[src/rtl/vi_pkg.sv]
package vi_pkg;
    localparam logic [7:0] FN_SERVICE  = 8'h8F;
    localparam logic [7:0] ID_NONE     = 8'hE8;
    localparam logic [7:0] MARK_WT     = 8'h60;
    localparam logic [7:0] MARK_RMP    = 8'h80;
    localparam logic [7:0] RD_IDLE     = 8'hFF;
    localparam logic [7:0] FN_RESET    = 8'h00;
    localparam int unsigned WT_SUM_BIT  = 5;
    localparam int unsigned RMP_SUM_BIT = 6;

    typedef enum logic [1:0] {
        SRC_NONE = 2'd0,
        SRC_WT   = 2'd1,
        SRC_RMP  = 2'd2
    } src_e;

    typedef struct packed {
        src_e       cls;
        logic       hit;
        logic [7:0] id;
    } svc_s;

    function automatic logic [7:0] make_id(input logic [7:0] mark, input int unsigned idx);
        return mark | 8'(idx);
    endfunction
endpackage

[src/rtl/vi_pend_bank.sv]
module vi_pend_bank #(
    parameter int unsigned NUM_VOICES = 32
) (
    input  logic                  clk,
    input  logic                  rst,
    input  logic [NUM_VOICES-1:0] req,
    input  logic [NUM_VOICES-1:0] clr,
    input  logic                  svc,
    output logic [NUM_VOICES-1:0] pend,
    output logic [NUM_VOICES-1:0] flag,
    output logic                  summ
);
    logic [NUM_VOICES-1:0] kept;
    logic                  any_req;
    logic                  drained;

    assign kept    = pend & ~clr;
    assign any_req = |req;
    assign drained = svc && (kept == '0) && !any_req;

    for (genvar v = 0; v < NUM_VOICES; v++) begin : g_voice
        always_ff @(posedge clk) begin
            if (rst) begin
                pend[v] <= 1'b0;
                flag[v] <= 1'b0;
            end else begin
                pend[v] <= (pend[v] & ~clr[v]) | req[v];
                flag[v] <= (flag[v] & ~clr[v]) | req[v];
            end
        end
    end

    always_ff @(posedge clk) begin
        if (rst)          summ <= 1'b0;
        else if (any_req) summ <= 1'b1;
        else if (drained) summ <= 1'b0;
    end

    p_req_wins_r10: assert property (@(posedge clk) disable iff (rst)
        (|req) |=> (((pend & flag) & $past(req)) == $past(req)));
    p_clear_hits_r4: assert property (@(posedge clk) disable iff (rst)
        (|clr) |=> (((pend | flag) & $past(clr & ~req)) == '0));
    p_sum_set_r8: assert property (@(posedge clk) disable iff (rst)
        (|req) |=> summ);
    p_sum_hold_r8: assert property (@(posedge clk) disable iff (rst)
        (!svc && !(|req)) |=> $stable(summ));
endmodule

[src/rtl/vi_pick.sv]
module vi_pick
    import vi_pkg::*;
#(
    parameter int unsigned NUM_VOICES = 32,
    parameter int unsigned SCAN_VOICES = 31
) (
    input  logic [NUM_VOICES-1:0] wt_pend,
    input  logic [NUM_VOICES-1:0] rmp_pend,
    output svc_s                  pick,
    output logic [NUM_VOICES-1:0] wt_sel,
    output logic [NUM_VOICES-1:0] rmp_sel
);
    logic [NUM_VOICES-1:0] win;
    logic [NUM_VOICES-1:0] first;
    logic                  found;
    logic [7:0]            idx_id;
    logic [7:0]            mark;

    always_comb begin
        if (|wt_pend) begin
            pick.cls = SRC_WT;
            win      = wt_pend;
            mark     = MARK_WT;
        end else if (|rmp_pend) begin
            pick.cls = SRC_RMP;
            win      = rmp_pend;
            mark     = MARK_RMP;
        end else begin
            pick.cls = SRC_NONE;
            win      = '0;
            mark     = MARK_WT;
        end
    end

    always_comb begin
        first  = '0;
        found  = 1'b0;
        idx_id = ID_NONE;
        for (int i = 0; i < int'(SCAN_VOICES); i++) begin
            if (!found && win[i]) begin
                found    = 1'b1;
                first[i] = 1'b1;
                idx_id   = make_id(mark, i);
            end
        end
    end

    assign pick.hit = found;
    assign pick.id  = idx_id;
    assign wt_sel   = (pick.cls == SRC_WT)  ? first : '0;
    assign rmp_sel  = (pick.cls == SRC_RMP) ? first : '0;
endmodule

[src/rtl/vi_arb.sv]
module vi_arb
    import vi_pkg::*;
#(
    parameter int unsigned NUM_VOICES  = 32,
    parameter int unsigned SCAN_VOICES = NUM_VOICES - 1
) (
    input  logic                  clk,
    input  logic                  rst,
    input  logic                  func_we,
    input  logic [7:0]            func_wdata,
    input  logic [NUM_VOICES-1:0] wt_req,
    input  logic [NUM_VOICES-1:0] rmp_req,
    input  logic [5:0]            ext_bits,
    output logic [7:0]            rd_data,
    output logic [NUM_VOICES-1:0] wt_pend,
    output logic [NUM_VOICES-1:0] rmp_pend,
    output logic [NUM_VOICES-1:0] wt_flag,
    output logic [NUM_VOICES-1:0] rmp_flag,
    output logic [7:0]            irq_status,
    output logic                  irq
);
    logic [7:0]            func_q;
    logic [7:0]            id_q;
    logic                  fire;
    svc_s                  pick;
    logic [NUM_VOICES-1:0] wt_sel;
    logic [NUM_VOICES-1:0] rmp_sel;
    logic [NUM_VOICES-1:0] wt_clr;
    logic [NUM_VOICES-1:0] rmp_clr;
    logic                  wt_sum;
    logic                  rmp_sum;

    assign fire    = func_we && (func_wdata == FN_SERVICE);
    assign wt_clr  = fire ? wt_sel  : '0;
    assign rmp_clr = fire ? rmp_sel : '0;

    vi_pick #(.NUM_VOICES(NUM_VOICES), .SCAN_VOICES(SCAN_VOICES)) u_pick (
        .wt_pend (wt_pend),
        .rmp_pend(rmp_pend),
        .pick    (pick),
        .wt_sel  (wt_sel),
        .rmp_sel (rmp_sel)
    );

    vi_pend_bank #(.NUM_VOICES(NUM_VOICES)) u_wt_bank (
        .clk (clk),
        .rst (rst),
        .req (wt_req),
        .clr (wt_clr),
        .svc (fire && (pick.cls == SRC_WT)),
        .pend(wt_pend),
        .flag(wt_flag),
        .summ(wt_sum)
    );

    vi_pend_bank #(.NUM_VOICES(NUM_VOICES)) u_rmp_bank (
        .clk (clk),
        .rst (rst),
        .req (rmp_req),
        .clr (rmp_clr),
        .svc (fire && (pick.cls == SRC_RMP)),
        .pend(rmp_pend),
        .flag(rmp_flag),
        .summ(rmp_sum)
    );

    always_ff @(posedge clk) begin
        if (rst) begin
            func_q <= FN_RESET;
            id_q   <= ID_NONE;
        end else if (func_we) begin
            func_q <= func_wdata;
            if (fire) id_q <= pick.id;
        end
    end

    assign rd_data    = (func_q == FN_SERVICE) ? id_q : RD_IDLE;
    assign irq_status = {ext_bits[5], rmp_sum, wt_sum, ext_bits[4:0]};
    assign irq        = |irq_status;

    p_one_src_r1: assert property (@(posedge clk) disable iff (rst)
        $countones({wt_clr, rmp_clr}) <= 1);
    p_no_fire_no_clr_r1: assert property (@(posedge clk) disable iff (rst)
        !fire |-> ({wt_clr, rmp_clr} == '0));
    p_wt_first_r3: assert property (@(posedge clk) disable iff (rst)
        (|wt_pend) |-> (rmp_clr == '0));
    p_id_form_r6: assert property (@(posedge clk) disable iff (rst)
        fire |=> ((id_q == ID_NONE) || (id_q[7:5] == 3'b011) || (id_q[7:5] == 3'b100)));
    p_hit_matches_r2: assert property (@(posedge clk) disable iff (rst)
        (fire && !pick.hit) |=> (id_q == ID_NONE));
    p_read_quiet_r7: assert property (@(posedge clk) disable iff (rst)
        !fire |=> $stable(id_q));
endmodule

[config.mk]
export PLATFORM = sky130hd
export DESIGN_NAME = vi_arb
export DESIGN_NICKNAME = d
export VERILOG_FILES = /design/src/rtl/vi_pkg.sv /design/src/rtl/vi_pend_bank.sv /design/src/rtl/vi_pick.sv /design/src/rtl/vi_arb.sv
export SDC_FILE = /design/constraint.sdc
export NUM_CORES = 1
export LEC_CHECK = 0
export BUFFER_PORTS_ARGS = -buffer_cell sky130_fd_sc_hd__buf_2
export CORE_ASPECT_RATIO = 0.8
export CORE_UTILIZATION = 30
export CTS_CLUSTER_SIZE = 20
export DETAILED_ROUTE_END_ITERATION = 16
export PLACE_DENSITY = 0.49
export SLEW_MARGIN = 0
export SYNTH_ARGS = -nofsm -noshare
export SYNTH_HDL_FRONTEND = slang
export SYNTH_SLANG_ARGS = --single-unit
[constraint.sdc]
create_clock -name clk -period 5.11 [get_ports clk]
set_input_delay 1.022 -clock clk [delete_from_list [all_inputs] [get_ports clk]]
set_output_delay 1.022 -clock clk [all_outputs]
set_load 0.005 [all_outputs]
Yosys cells after proc, flatten, opt, wreduce, memory -nomap -nowiden
Index checks and enable logic that the tools add are counted.
{"block": "totals", "register_bits": 146, "in_bits": 81, "output_inout_bits": 145, "elab_cells": 645}
{"block": "classes", "n_eq_ne": 4, "n_mux": 106, "n_bitwise": 324, "reduce_logical": 79}
{"op": "$mux W8", "count": 34}
{"op": "$and A1 B1 Y1", "count": 128}
{"op": "$or A1 B1 Y1", "count": 128}
{"op": "$reduce_or A32 Y1", "count": 4}
{"op": "$mux W31", "count": 4}
{"op": "$and A32 B32 Y32", "count": 2}
{"op": "$logic_not A32 Y1", "count": 2}
{"op": "$mux W1", "count": 64}
{"op": "$mux W32", "count": 2}
{"op": "$not A1 Y1", "count": 64}
{"op": "$not A32 Y32", "count": 2}
{"op": "$logic_and A1 B1 Y1", "count": 37}
{"op": "$logic_not A1 Y1", "count": 32}
{"op": "$eq A8 B8 Y1 const B", "count": 2}
{"op": "$reduce_or A8 Y1", "count": 1}
{"op": "$mux W2", "count": 2}
{"op": "$reduce_bool A2 Y1", "count": 2}
{"op": "$eq A2 B1 Y1 const B", "count": 1}
{"op": "$eq A2 B2 Y1 const B", "count": 1}
{"op": "$reduce_and A2 Y1", "count": 1}

Depth between registers and ports, before layout
Gate-level depths: netlist (run 1).
{"block": "depth", "depth_word": 103, "ltp_mapped": 14}

By module
A second synthesis (run 1) with hierarchy kept.
{"block": "unflattened", "cells_unflattened": 980, "area_unflattened_um2": 7533.5}
{"module": "vi_pend_bank", "n_inst": 2, "cells_per_inst": 270, "area_each_um2": 2308.5, "seq_area_each_um2": 1301.2}
{"module": "vi_pick", "n_inst": 1, "cells_per_inst": 281, "area_each_um2": 1626.6, "seq_area_each_um2": 0.0}
{"module": "vi_arb", "n_inst": 1, "cells_per_inst": 159, "area_each_um2": 1290.0, "seq_area_each_um2": 320.3}

Worst setup path after synthesis (run 1)
Ideal clock, no wire load.
{"block": "synth_timing", "path_kind": "input to register", "startpoint": "input func_we", "endpoint": "register u_wt_bank.summ", "setup_ns": 0.127, "t_arrival_ns": 3.192, "setup_slack_ns": 1.791, "path_stages": 9, "n_path_buf": 1, "cell_sequence": "clkbuf_1 nand4_1 a31oi_1 nand3_1 o31ai_1 o211ai_1 a2111o_1 nor4_1 a21oi_1"}
{"block": "synth_via", "elab_chain_cells": 8, "elab_cells_between_ends": 9, "cone_classes": "mux (1); bitwise (2); reduce/logical (6)"}
{"element": "from (decl)", "line": "vi_arb.sv:9", "text": "input logic func_we,"}
{"element": "$logic_and A1 B1 Y1 (*)", "line": "vi_arb.sv:33", "text": "assign fire = func_we && (func_wdata == FN_SERVICE);"}
{"element": "$mux W32", "line": "vi_arb.sv:34", "text": "assign wt_clr = fire ? wt_sel : '0;"}
{"element": "$not A32 Y32", "line": "vi_pend_bank.sv:17", "text": "assign kept = pend & ~clr;"}
{"element": "$and A32 B32 Y32", "line": "vi_pend_bank.sv:17"}
{"element": "$logic_not A32 Y1", "line": "vi_pend_bank.sv:19", "text": "assign drained = svc && (kept == '0) && !any_req;"}
{"element": "$logic_and A1 B1 Y1 (*) (2 in a row)", "line": "vi_pend_bank.sv:19"}
{"element": "$reduce_bool A2 Y1 (no line) (*)"}
{"element": "to (signal assigned)", "line": "vi_pend_bank.sv:34", "text": "if (rst) summ <= 1'b0;"}
{"element": "to (signal assigned)", "line": "vi_pend_bank.sv:35", "text": "else if (any_req) summ <= 1'b1;"}
{"element": "to (signal assigned)", "line": "vi_pend_bank.sv:36", "text": "else if (drained) summ <= 1'b0;"}
{"element": "to (decl)", "line": "vi_pend_bank.sv:11", "text": "output logic summ"}
Every way passes the cells marked *; elsewhere a longest branch is shown, timed or not.
A chain may end at the register's enable or synchronous reset.

Final worst setup path (run 1)
{"block": "layout_timing", "startpoint": "register u_wt_bank.pend[19]", "endpoint": "register u_rmp_bank.summ"}
{"block": "layout_via", "elab_chain_cells": 101, "elab_cells_between_ends": 133, "cone_classes": "eq/ne (1); mux (64); bitwise (2); reduce/logical (66)"}
{"element": "from (decl)", "line": "vi_pend_bank.sv:9", "text": "output logic [NUM_VOICES-1:0] pend,"}
{"element": "from (signal, indexed assignment)", "line": "vi_pend_bank.sv:27", "text": "pend[v] <= (pend[v] & ~clr[v]) | req[v];"}
{"element": "$reduce_or A32 Y1", "line": "vi_pick.sv:20", "text": "if (|wt_pend) begin"}
{"element": "$mux W31", "line": "vi_pick.sv:20"}
{"element": "$mux W1", "line": "vi_pick.sv:40", "text": "if (!found && win[i]) begin"}
{"element": "$logic_not A1 Y1", "line": "vi_pick.sv:40"}
{"element": "$logic_and A1 B1 Y1", "line": "vi_pick.sv:40"}
{"element": "$mux W1", "line": "vi_pick.sv:40"}
{"element": "$logic_not A1 Y1", "line": "vi_pick.sv:40"}
{"element": "$logic_and A1 B1 Y1", "line": "vi_pick.sv:40"}
{"element": "[84 not listed]"}
{"element": "$mux W1", "line": "vi_pick.sv:40"}
{"element": "$mux W31", "line": "vi_pick.sv:51", "text": "assign rmp_sel = (pick.cls == SRC_RMP) ? first : '0;"}
{"element": "$mux W32", "line": "vi_arb.sv:35", "text": "assign rmp_clr = fire ? rmp_sel : '0;"}
{"element": "$not A32 Y32", "line": "vi_pend_bank.sv:17"}
{"element": "$and A32 B32 Y32", "line": "vi_pend_bank.sv:17"}
{"element": "$logic_not A32 Y1", "line": "vi_pend_bank.sv:19"}
{"element": "$logic_and A1 B1 Y1 (*) (2 in a row)", "line": "vi_pend_bank.sv:19"}
{"element": "$reduce_bool A2 Y1 (no line) (*)"}
{"element": "to (signal assigned)", "line": "vi_pend_bank.sv:34"}
{"element": "to (signal assigned)", "line": "vi_pend_bank.sv:35"}
{"element": "to (signal assigned)", "line": "vi_pend_bank.sv:36"}
{"element": "to (decl)", "line": "vi_pend_bank.sv:11"}
Marks and branches as above.

==> results.cfg, run 1 <==
[run_status]
status = completed

[placement]
numPortBuffers = 225
dp_hpwl_um = 24700
placed_cells = 1388
postPlaceCellArea_um2 = 8400
gp_congestion = 0.928

[final_layout]
nets = 1182
n_antenna_cell = 0
syn_to_final_growth_pct = 29.0
layout-drive-gt1-share = 0.274
final_area_um2 = 9040
layoutNonFillerInstCount = 1420
num-fill-cells = 2437

[power]
p_leak_nw = 3.84
pwr-share-comb = 0.127
ir_drop_mv = 0.174
p_sw_mw = 0.842
cellPowerDensity_nw_per_um2 = 336
power.share.switching = 0.278
p_clk_frac = 0.444
sequentialPowerShare = 0.429
p_total_mw = 3.03
internal_power_mw = 2.19

[timing]
setup_tns_ns = 0
final_hold_viol_count = 0
hold_ws_ns = 0.459
period_share = 0.767
final.min_clock_period_ns = 3.92
rsz0062_at_grt = no
worst_slew_pin_slew_ns = 1.02
finClkSkew_ns = 0.00712
slew_headroom = 0.311
fmax_ghz = 0.255
setup-violations-final = 0
slew_viol_final = 0

[critical_path]
required_ns = 5.40
crit_family = simple AND/OR/NAND/NOR gates
cpMaxStageDelayCell = o41ai_1
max_stage_delay_ns = 0.81
critPathCaptureType = register
crit_type = reg -> reg
path_cells = or4_1 > nor4_2 > buf_4 > and3_1 > buf_12 > nand2_1 > o41ai_1 > nor3b_1 > and4b_1 > a31oi_1
path_buf_inv = 2
cp_max_fo = 17
start_kind = register
arrival_ns = 4.22

[grt]
grt_use_total = 0.259
grt_pass1_wl_um = 46700
grt_pass1_vias = 7259
antenna_found_initial = 0
grt_max_degree = 53
overflow = 0

[synthesis]
ys.flop_type = dfxtp_1
avgSynthCellArea_um2 = 7.86
async_flop_share = 0
synth_warnings = 0
syn_inst = 892
syn_area_um2 = 7010
synth_cell_types = 74
seq_area_frac_synth = 0.414
synth-edff-count = 0
syn-num-nets = 973
synth-seq-cells = 145

[clock_tree]
cts_resized = 0
cts_buffers = 17
clock_sinks = 145
cts_max_level = 4
cts_root_buffer = clkbuf_16
post_cts_buffers = 0
clockBufferDepth = 2
cts-hold-fix-buffers = 0
clk_latency_ns = 0.43
cts_tree = built
clk_pin_slew_ns = 0.06

[detailed_routing]
route.vias.total = 7833
wl_per_cell_um = 22.3
viasPerCell = 5.52
drc = 0
dr.pass1.iters = 5
drtAntennaViolNets = 0
routed_wl_um = 31600
drt_iter0_drc = 726

[job]
maxCapViolCount = 0

[floorplanning]
start_util = 0.309
pin_count = 226
die_w_um = 173
die-area_um2 = 24000
core_um2 = 22700
fp.dieH_um = 139
std_cell_rows = 49

[hold_path]
hold_path_class = reg -> reg
[logic make-up (layout without fill, tap and decap cells)]
logic type      after synthesis  after routing  share of synthesized area
simple gates                352            352                      0.256
compound gates              286            286                      0.255
flops                       145            145                      0.414
buf+inv                     101            323                     0.0634
mux                           7              7                     0.0100
fa+ha+maj                     1              1                    0.00143
[power by group through the flow]
stage          Sequential (mW)  Clock, mW  Combinational (mW)
4_1_cts                   1.30       1.37               0.383
6_report                  1.30       1.35               0.385
5_1_grt                   1.31       1.41               0.421
2_1_floorplan             1.30          0               0.189
3_3_place_gp              1.32          0               0.383
3_5_place_dp              1.32          0               0.381
[metal layers]
layer	share of wire	GRT usage	wire, um	up-vias
li1	-	-	-	3649
met1	0.48	0.375	15200	3722
met5	0	0	0	-
met4	0.019	0.0745	597	0
met2	0.41	0.374	13000	419
met3	0.090	0.0666	2850	43
[layout by cell type, fill, tap and decap left out, types with 7 or more instances in the layout]
cell	n
a41oi_1	7
inv_1	49
and2_1	7
a31oi_1	7
nand2b_1	12
o31ai_1	12
nor2_1	131
buf_2	224
nor4_1	31
nand3_1	20
clkbuf_16	17
nand4_1	16
o21ai_0	57
dfxtp_1	145
a21o_1	7
mux2i_1	7
or4_1	7
nand2_1	57
nor3_1	13
a21oi_1	136
or3_1	16
buf_4	17
[worst min-delay path, cell delays in order (launching register included)]
cell     delay, ns
dfxtp_1       0.31
nand2_1       0.05
a21oi_1       0.05
[sequential cells by signal, indices dropped and copies added, names as in the netlist]
signal and cells:
u_rmp_bank.flag 32, id_q 7, u_wt_bank.flag 32, u_rmp_bank.pend 32, u_wt_bank.summ 1, u_rmp_bank.summ 1, func_q 8, u_wt_bank.pend 32
[path summary, 6_finish.rpt]
kind	from	to	slack [ns]	cells past startpoint
hold / removal	id_q[0]$_SDFFE_PP0P_	id_q[0]$_SDFFE_PP0P_	0.46	2
setup reg to reg	u_wt_bank.pend[19]$_SDFF_PP0_	u_rmp_bank.summ$_SDFFE_PP0P_	1.19	10
setup / recovery	u_wt_bank.pend[19]$_SDFF_PP0_	u_rmp_bank.summ$_SDFFE_PP0P_	1.19	10
hold reg to reg	id_q[0]$_SDFFE_PP0P_	id_q[0]$_SDFFE_PP0P_	0.46	2
[Yosys cell counts (4+ instances only)]
master    number  area share
a211oi_1       5      0.0054
a21boi_0       5      0.0054
a21o_1         7      0.0075
a21oi_1      136       0.097
a31oi_1        8      0.0071
a41oi_1        7      0.0088
and2_1         7      0.0062
and3_1         6      0.0054
buf_2          9      0.0064
buf_4         12       0.013
clkbuf_1      28       0.015
dfxtp_1      145        0.41
inv_1         49       0.026
mux2i_1        7       0.010
nand2_1       57       0.031
nand2b_1      12       0.011
nand3_1       20       0.014
nand4_1       16       0.014
nor2_1       131       0.070
nor3_1        13      0.0093
nor3b_1        5      0.0054
nor4_1        31       0.028
o211ai_1       4      0.0043
o21a_1         6      0.0064
o21ai_0       57       0.041
o31ai_1       12       0.013
or2_2          5      0.0045
or3_1         16       0.014
or4_1          7      0.0075
[area by class of cell]
| cell class | count | area [um^2] | area share |
|---|---|---|---|
| Clock inverter | 11 | 151 | 0.0168 |
| Inverter | 49 | 184 | 0.0204 |
| Sequential cell | 145 | 2900 | 0.321 |
| Tap cell | 306 | 383 | 0.0424 |
| Clock buffer | 21 | 480 | 0.0532 |
| Multi-Input combinational cell | 646 | 3670 | 0.406 |
| Timing Repair Buffer | 242 | 1270 | 0.140 |
[metrics by stage]
step                      setup WS, ns   util
after global placement            1.16  0.370
after CTS                         1.25  0.398
after global routing              1.03  0.398
after floorplan                   1.79      -
final                             1.19  0.398
after detailed placement          1.07  0.370
No activity file was read; power rests on OpenSTA's default activity.
==> inputs of run 2 (changes only) <==
Settings changed: PLACE_DENSITY 0.49 to 0.51.
Clock period 5.11 ns to 3.2 ns, I/O delays scaled along.
==> run 2 against run 1 <==
Global-route usage is 2.9 points higher; final cell count is 18% higher; total power is 61% higher; utilization is 9.6 points higher; largest power group is now sequential cells; highest routed layer unchanged; cell area is 24% higher; first-iteration DRC count is 1.2% higher; die area stayed put; clock skew is 0.0035 ns higher; the flow now finishes with violations (negative setup slack); non-clock buffer count is 254 higher; hold slack worse by 0.019 ns; maximum frequency is 20% higher; worst setup slack worse by 1.3 ns.
==> results.cfg, run 2 (synthesis gave the netlist of run 1 again) <==
[run_status]
status = finished with violations
violations = negative setup slack

[timing]
hold_ws_ns = 0.439
finClkSkew_ns = 0.0106
final.min_clock_period_ns = 3.27
worst_slew_pin_slew_ns = 0.638
final_hold_viol_count = 0
slew_headroom = 0.575
period_share = 1.02
setup_tns_ns = -0.0696
slew_viol_final = 0
rsz0062_at_grt = yes
fmax_ghz = 0.306
worst_slack_ns = -0.0696
setup-violations-final = 1

[power]
p_total_mw = 4.87
internal_power_mw = 3.43
p_clk_frac = 0.393
p_sw_mw = 1.44
pwr-share-comb = 0.197
ir_drop_mv = 0.328
p_leak_nw = 5.09
power.share.switching = 0.296
sequentialPowerShare = 0.409
cellPowerDensity_nw_per_um2 = 434

[clock_tree]
clk_latency_ns = 0.44
clock_sinks = 145
cts-hold-fix-buffers = 0
cts_max_level = 4
clockBufferDepth = 2
cts_tree = built
cts_root_buffer = clkbuf_16
clk_pin_slew_ns = 0.06
cts_buffers = 17

[critical_path]
start_kind = register
arrival_ns = 3.58
crit_type = reg -> reg
required_ns = 3.52
cp_max_fo = 3
critPathCaptureType = register

[floorplanning]
die-area_um2 = 24000
fp.dieH_um = 139
core_um2 = 22700
start_util = 0.309
pin_count = 226
die_w_um = 173
std_cell_rows = 49

[job]
maxCapViolCount = 0

[grt]
grt_pass1_vias = 8391
antenna_found_initial = 0
grt_use_total = 0.288
grt_pass1_wl_um = 52400
overflow = 0
grt_max_degree = 72

[final_layout]
nets = 1436
n_antenna_cell = 0
layout-drive-gt1-share = 0.437
fin_util = 0.494
final_cell_mix = buf_4, buf_2, dfxtp_1
final_common_cell = buf_4
final_area_um2 = 11200
layoutNonFillerInstCount = 1673
syn_to_final_growth_pct = 60.1

[hold_path]
hold_path_class = in -> reg

[detailed_routing]
route.vias.total = 8949
routed_wl_um = 35400
drt_iter0_drc = 735
drc = 0
viasPerCell = 5.35
wl_per_cell_um = 21.2
drtAntennaViolNets = 0
dr.pass1.iters = 5

[placement]
placed_cells = 1632
numPortBuffers = 225
gp_congestion = 0.966
postPlaceCellArea_um2 = 10300
dp_hpwl_um = 28200
pre_cts_slack_ns = -0.373
run 2: cell count changes in the layout (fill, tap and decap cells not counted), moves of 5 or more:
cell,delta
o21ai_0,-14
clkinvlp_4,+5
o21ai_1,+8
buf_4,+243
o21ai_2,+6
nor4_4,+5
buf_6,+8
run 2: worst paths after layout:
| kind | start | slack, ns | end | cells after the start |
|---|---|---|---|---|
| min | rmp_req[30] | 0.44 | u_rmp_bank.flag[30]$_SDFF_PP0_ | 3 |
| min reg2reg | u_rmp_bank.flag[31]$_SDFF_PP0_ | 0.46 | u_rmp_bank.flag[31]$_SDFF_PP0_ | 2 |
| max reg2reg | u_rmp_bank.pend[19]$_SDFF_PP0_ | -0.07 | u_rmp_bank.summ$_SDFFE_PP0P_ | 10 |
| max | u_rmp_bank.pend[19]$_SDFF_PP0_ | -0.07 | u_rmp_bank.summ$_SDFFE_PP0P_ | 10 |
run 2: worst max-delay path, cell delays in order, from the launching register on:
cell      delay, ns
dfxtp_1        0.31
or4_4          0.53
or3_4          0.39
a2111o_1       0.45
or3_4          0.36
buf_6          0.14
buf_4          0.13
o31ai_4        0.19
a21bo_1        0.26
nor4_2         0.29
a31oi_1        0.11
run 2: what timing repair did:
action / 4_1_cts / 5_1_grt
resized for setup: 19 / 61
pin swaps: 9 / 25
endpoints found under the setup margin: 13 / 17
setup buffers: 3 / 7
run 2: cell type report:
cell class                      instances  area [um^2]
Fill cell                            2322        11500
Multi-Input combinational cell        646         3960
Timing Repair Buffer                  496         3240
Sequential cell                       145         2900
Clock buffer                           19          433
Tap cell                              306          383
Inverter                               49          184
Clock inverter                         12          111
run 2: layer usage:
metal,track usage,wire [um]
met3,0.0554,2720
met5,0,0
met2,0.447,15500
met1,0.403,16200
met4,0.0866,1010
run 2: power by group through the flow:
stage	sequential, mW	combinational (mW)	clock, mW
floorplan	2.07	0.302	0
global placement	2.03	0.906	0
detailed placement	2.03	0.903	0
CTS	1.99	0.920	1.94
global route	2.01	1.03	2.02
finish	1.99	0.961	1.92
